===== src/rtl/clk_div_pkg.sv =====
package clk_div_pkg;
  localparam int unsigned DEF_NUM_CH      = 8;
  localparam int unsigned DEF_RATIO_W     = 4;
  localparam int unsigned DEF_ALIGN_EDGES = 5;
  localparam int unsigned DEF_SYNC_STAGES = 2;

  typedef enum logic [1:0] {
    ST_HOLD = 2'd0,
    ST_ARM  = 2'd1,
    ST_RUN  = 2'd2
  } align_state_e;
endpackage


===== src/rtl/sync_align_ctl.sv =====
module sync_align_ctl
  import clk_div_pkg::*;
#(
  parameter int unsigned SYNC_STAGES = DEF_SYNC_STAGES,
  parameter int unsigned ALIGN_EDGES = DEF_ALIGN_EDGES
) (
  input  logic clk_i,
  input  logic rst_ni,
  input  logic sync_i,
  output logic start_o,
  output logic run_o,
  output logic wr_open_o
);
  localparam int unsigned CNT_W = $clog2(ALIGN_EDGES + 1);
  localparam logic [CNT_W-1:0] CNT_LAST = CNT_W'(ALIGN_EDGES - 1);

  logic [SYNC_STAGES-1:0] sync_chain_q;
  logic                   sync_s;
  logic [CNT_W-1:0]       cnt_q;
  align_state_e           state_q;

  always_ff @(posedge clk_i or negedge rst_ni) begin
    if (!rst_ni) sync_chain_q <= '0;
    else         sync_chain_q <= {sync_chain_q[SYNC_STAGES-2:0], sync_i};
  end
  assign sync_s = sync_chain_q[SYNC_STAGES-1];

  always_ff @(posedge clk_i or negedge rst_ni) begin
    if (!rst_ni) begin
      state_q <= ST_HOLD;
      cnt_q   <= '0;
    end else if (!sync_s) begin
      state_q <= ST_HOLD;
      cnt_q   <= '0;
    end else begin
      case (state_q)
        ST_HOLD, ST_ARM: begin
          if (cnt_q == CNT_LAST) begin
            state_q <= ST_RUN;
          end else begin
            state_q <= ST_ARM;
            cnt_q   <= cnt_q + CNT_W'(1);
          end
        end
        default: state_q <= ST_RUN;
      endcase
    end
  end

  assign run_o     = (state_q == ST_RUN);
  assign start_o   = sync_s && !run_o && (cnt_q == CNT_LAST);
  assign wr_open_o = !sync_s && !run_o;
endmodule


===== src/rtl/div_chan.sv =====
module div_chan #(
  parameter int unsigned RATIO_W = 4
) (
  input  logic               clk_i,
  input  logic               rst_ni,
  input  logic               wr_en_i,
  input  logic [RATIO_W-1:0] wr_ratio_i,
  input  logic               start_i,
  input  logic               run_i,
  output logic               div_q_o,
  output logic               bypass_o,
  output logic [RATIO_W-1:0] ratio_o
);
  logic [RATIO_W-1:0] ratio_q;
  logic [RATIO_W-1:0] cnt_q;
  logic               q_q;

  always_ff @(posedge clk_i or negedge rst_ni) begin
    if (!rst_ni)      ratio_q <= '0;
    else if (wr_en_i) ratio_q <= wr_ratio_i;
  end

  assign bypass_o = (ratio_q == '0);

  always_ff @(posedge clk_i or negedge rst_ni) begin
    if (!rst_ni) begin
      q_q   <= 1'b0;
      cnt_q <= '0;
    end else if (start_i) begin
      q_q   <= !bypass_o;  // high half starts on the alignment edge
      cnt_q <= '0;
    end else if (!run_i || bypass_o) begin
      q_q   <= 1'b0;
      cnt_q <= '0;
    end else if (cnt_q == ratio_q - RATIO_W'(1)) begin
      q_q   <= !q_q;
      cnt_q <= '0;
    end else begin
      cnt_q <= cnt_q + RATIO_W'(1);
    end
  end

  assign div_q_o = q_q;
  assign ratio_o = ratio_q;
endmodule


===== src/rtl/clk_div_bank.sv =====
module clk_div_bank
  import clk_div_pkg::*;
#(
  parameter int unsigned NUM_CH      = DEF_NUM_CH,
  parameter int unsigned RATIO_W     = DEF_RATIO_W,
  parameter int unsigned ALIGN_EDGES = DEF_ALIGN_EDGES,
  parameter int unsigned SYNC_STAGES = DEF_SYNC_STAGES
) (
  input  logic                      clk_i,
  input  logic                      rst_ni,
  input  logic                      sync_i,
  input  logic                      cfg_we_i,
  input  logic [$clog2(NUM_CH)-1:0] cfg_sel_i,
  input  logic [RATIO_W-1:0]        cfg_ratio_i,
  output logic [NUM_CH-1:0]         clk_o,
  output logic                      sync_done_o
);
  localparam int unsigned SEL_W = $clog2(NUM_CH);

  logic                        start;
  logic                        run;
  logic                        wr_open;
  logic [NUM_CH-1:0]           div_q;
  logic [NUM_CH-1:0]           bypass_vec;
  logic [NUM_CH*RATIO_W-1:0]   ratio_flat;

  sync_align_ctl #(
    .SYNC_STAGES(SYNC_STAGES),
    .ALIGN_EDGES(ALIGN_EDGES)
  ) u_ctl (
    .clk_i    (clk_i),
    .rst_ni   (rst_ni),
    .sync_i   (sync_i),
    .start_o  (start),
    .run_o    (run),
    .wr_open_o(wr_open)
  );

  for (genvar i = 0; i < NUM_CH; i++) begin : g_ch
    logic wr_en;
    assign wr_en = cfg_we_i && wr_open && (cfg_sel_i == SEL_W'(i));

    div_chan #(.RATIO_W(RATIO_W)) u_chan (
      .clk_i     (clk_i),
      .rst_ni    (rst_ni),
      .wr_en_i   (wr_en),
      .wr_ratio_i(cfg_ratio_i),
      .start_i   (start),
      .run_i     (run),
      .div_q_o   (div_q[i]),
      .bypass_o  (bypass_vec[i]),
      .ratio_o   (ratio_flat[i*RATIO_W +: RATIO_W])
    );

    assign clk_o[i] = run && (bypass_vec[i] ? clk_i : div_q[i]);
  end

  assign sync_done_o = run;
endmodule


===== config.mk =====
export PLATFORM = sky130hd
export DESIGN_NAME = clk_div_bank
export DESIGN_NICKNAME = d
export VERILOG_FILES = /design/src/rtl/clk_div_pkg.sv /design/src/rtl/sync_align_ctl.sv /design/src/rtl/div_chan.sv /design/src/rtl/clk_div_bank.sv
export SDC_FILE = /design/constraint.sdc
export NUM_CORES = 1
export LEC_CHECK = 0
export BUFFER_PORTS_ARGS = -buffer_cell sky130_fd_sc_hd__buf_2
export CORE_AREA = 2 2 88 90
export DETAILED_ROUTE_END_ITERATION = 10
export DIE_AREA = 0 0 90 92
export GPL_ROUTABILITY_DRIVEN = 1
export GPL_TIMING_DRIVEN = 0
export PLACE_DENSITY = 0.78
export SETUP_SLACK_MARGIN = 0.15
export SLEW_MARGIN = 20
export SYNTH_ARGS = -nofsm -noshare
export SYNTH_HDL_FRONTEND = slang
export SYNTH_SLANG_ARGS = --single-unit

===== constraint.sdc =====
create_clock -name clk_i -period 2.2 [get_ports clk_i]
set_input_delay 0.11 -clock clk_i [delete_from_list [all_inputs] [get_ports clk_i]]
set_output_delay 0.11 -clock clk_i [all_outputs]
set_load 0.05 [all_outputs]

==> results list <==
- Across the run, the number of max-cap violations was 0.
* Synth-to-Final Area Change: 22.56%
* Sequential fraction of the synthesis area: 45.12%
- The final route contains 3086 vias.
* Antenna violations before repair: 0
- Total power consumption of the routed design: 4922 uW
- Adding up every negative setup slack in the final design gives -2.767 ns.
- Mean area per synthesized cell: 11.35 um^2
- The final-report max-slew violation count is 0.
* Power density cells: 916.6 nW/um^2
- On the worst path, the slowest cell contributes a delay of 0.17 ns.
- Detailed placement finished with a half-perimeter wire length of 5833 um.
- Counting flops with a built-in enable in the synthesized netlist gives 0.
* Total DRC errors in the routed layout: 2
* Fin worst setup slack: -0.3633 ns
* Diodes inserted: 0
- The checks that failed: DRC, setup timing.
- After detailed placement, the total cell area comes to 4648 um^2.
- Met2 layer wire length in the routed design: 4486 um
- Once placement completed, the tool counted placed cells totaling 508.
- Count of cells along the worst register-to-register path: 7
* Unique masters post-synth: 33
* Slowest library cell on the worst path: sky130_fd_sc_hd__mux2i_2
* Endpoints failing hold: 0
* Status: complete, but fails checks
* Overflow after GRT: 0
- The clock arrives with 0.01110 ns of skew.
- Kind of launch point of the worst setup path: clock port
- Starting utilization of the core area: 58.84%
* Pleak: 0.002579 uW
- The worst hold path was traced through 2 stages.
- CP arrival: 2.45 ns
* Final setup violation count: 8
- Worst hold-check slack: 0.07621 ns
- Across all register-to-register paths, the minimum setup slack is 0.15 ns.
- Data required, critical path: 2.09 ns
- The worst hold path belongs to the class in2reg.
- All-layer global routing usage: 22.74%
- Among the stages of the critical path, the cell type that occurs most often is sky130_fd_sc_hd__buf_8.
- Clock tree from TritonCTS: done
* Post-synth net total: 422
- Design area: 5370 um^2
- Clk_lat worst skew: 0.46 ns
* Main area contributors after synthesis: sky130_fd_sc_hd__dfrtp_1 (45%), sky130_fd_sc_hd__mux2_2 (8.2%), sky130_fd_sc_hd__ha_1 (7.1%)
- Core Footprint: 7447 um^2
- In the synthesized netlist the async set-or-reset flop fraction comes to 100.0%.
- In the synthesized netlist the dominant register cell turns out to be sky130_fd_sc_hd__dfrtp_1.
- Input/output buffers: 19
- Summing every instance area after synthesis gives 4382 um^2.
- The worst register-to-register path ends at g_ch[2].u_chan.ratio_o[2]$_DFFE_PN0P_.
- The worst hold path begins at cfg_ratio_i[3].
* WL/cell: 16.28 um
- sky130_fd_sc_hd__dfrtp_1 takes more of the synthesized area than any other cell.
- Share of Yosys cell area claimed by the top area cell type: 45.12%
- Sequence of cells on the critical path: buf_8, buf_8, buf_8, buf_8, buf_8, buf_8, buf_6, buf_8, clkbuf_8, mux2i_2, nor2_2, buf_6
- In this run the count of I/O pins placed on the die edge is 20.
- Clock-pin slew was measured on the worst setup and hold paths at 0.08 ns.
- The first global-routing pass estimated 14520 um of wire.
- Slew at the pin closest to its max-slew limit: 0.8230 ns
* Detailed router's first-iteration violation count: 151
* Placer Congestion: 0.7804
- Highest metal layer used by the detailed router: met4
* Vias per cell: 5.550
- The first detailed-routing pass ran for 7 iterations.
- The die covers 8280 um^2.
- Setup repair after global routing could not meet its margin everywhere.
- Count leader, synth: sky130_fd_sc_hd__dfrtp_1
- The via count of the first global-routing pass came to 3240.
- DR WL met3: 454 um
- In this run the critical register-to-register path is launched from u_ctl.state_q[1]$_DFF_PN0_.
- Flip-flop and latch count after synthesis: 79
- The floorplan step set the die width to 90 um.
- WS Path Type: clk2out
* Wl on met1: 3847 um
- At the end of the flow, the number of nets in the layout was 486.
- The worst setup path is captured at a primary output.
- Yosys Warn Count: 0
- In this run the core area contains 32 standard-cell rows.
- Biggest fanout along the worst timing path: 4
- Post-route ant nets: 0
- End point of the most critical hold path: g_ch[1].u_chan.ratio_o[3]$_DFFE_PN0P_
- The worst pin sits at a relative slew slack of 44.93%.
* Routed WL: 9051 um
- Largest net degree at the start of global routing: 56
* Fill cell instance count of the final layout: 506
- The finished layout holds 556 standard cells, fillers aside.
* Fraction of layout instances using a drive strength above 1: 29.52%
- Synthesis handed over a netlist of 386 instances.
- Measured along the y axis, the die boundary spans 92 um.
* Maximum VDD drop: 543.1 uV
- In the synthesized netlist, the cells that appear most often are sky130_fd_sc_hd__dfrtp_1 (79), sky130_fd_sc_hd__nor2_1 (43), sky130_fd_sc_hd__mux2_2 (32).
where the power goes:
group | switching, uW | internal (uW)
Clock | 757 | 1140
Sequential | 176 | 1630
Combinational | 560 | 654
Total | 1490 | 3430
stage by stage:
step,utilization [%],setup slack [ns]
2_1_floorplan,-,0.1502
3_3_place_gp,62.01,0.08692
3_5_place_dp,62.42,0.07801
4_1_cts,68.72,-0.4953
5_1_grt,72.11,-0.4076
6_report,72.11,-0.3633
critical path, delay by kind of cell:
kind	cells	cell delay (ns)
buffers and inverters	10	1.14
muxes	1	0.17
and+or+nand+nor	1	0.05
routing by layer:
| metal | vias up | global-route usage, % |
|---|---|---|
| met3 | 30 | 6.656 |
| met2 | 75 | 35.46 |
| li1 | 1451 | - |
| met5 | - | 0 |
| met1 | 1530 | 27.27 |
| met4 | 0 | 15.77 |
registers in the layout (all words and copies together), names as in the netlist:
signal and cells:
g_ch.u_chan.cnt_q 32, g_ch.u_chan.div_q_o 8, g_ch.u_chan.ratio_o 32, u_ctl.cnt_q 3, u_ctl.state_q 2, u_ctl.sync_chain_q 2
area by class of cell:
type                       instances  area [um^2]  area share, %
clock buffer                      30        392.9          7.316
sequential                        79         1977          36.81
multi-input combinational        267         2354          43.83
tap                              102        127.6          2.377
clock inverter                     3        42.54         0.7922
timing repair buffer              35        280.3          5.219
buffer                            12        83.83          1.561
inverter                          28        112.6          2.097
cell families (layout without fill, tap and decap cells):
group,Yosys count,count (layout),share of synthesized area (%)
AND/OR/NAND/NOR,118,118,15.22
flip-flops,79,79,45.12
XOR/XNOR,57,57,13.91
multiplexers,40,40,10.05
buffers and inverters,40,108,3.655
AO/OA/AOI/OAI,27,27,4.912
adder cells (fa/ha/maj),25,25,7.139
worst max path at each step:
stage	startpoint	endpoint
after global routing	clk_i	clk_o[6]
after detailed placement	u_ctl.state_q[1]$_DFF_PN0_	g_ch[2].u_chan.ratio_o[0]$_DFFE_PN0P_
after global placement	u_ctl.state_q[1]$_DFF_PN0_	g_ch[2].u_chan.ratio_o[3]$_DFFE_PN0P_
final	clk_i	clk_o[7]
after floorplan	g_ch[4].u_chan.ratio_o[0]$_DFFE_PN0P_	clk_o[4]
after CTS	clk_i	clk_o[5]
placed cells by master, fill, tap and decap left out, drive strengths merged, types with 10 or more instances in the layout:
master  count
mux2       32
nand3      18
buf        55
xor2       24
clkbuf     20
ha         25
inv        28
nor2       44
xnor2      25
dfrtp      79
nand3b     10
nor3       17
what timing repair did:
item                       CTS  global route
hold endpoints to repair    80             0
setup endpoints to repair   30            32
hold buffers                 2             0
resized for setup           35            42
gates cloned                 0             0
pin swaps                    1             6
buffers inserted             0            21
Note: power is estimated with default switching activity, not from simulation.
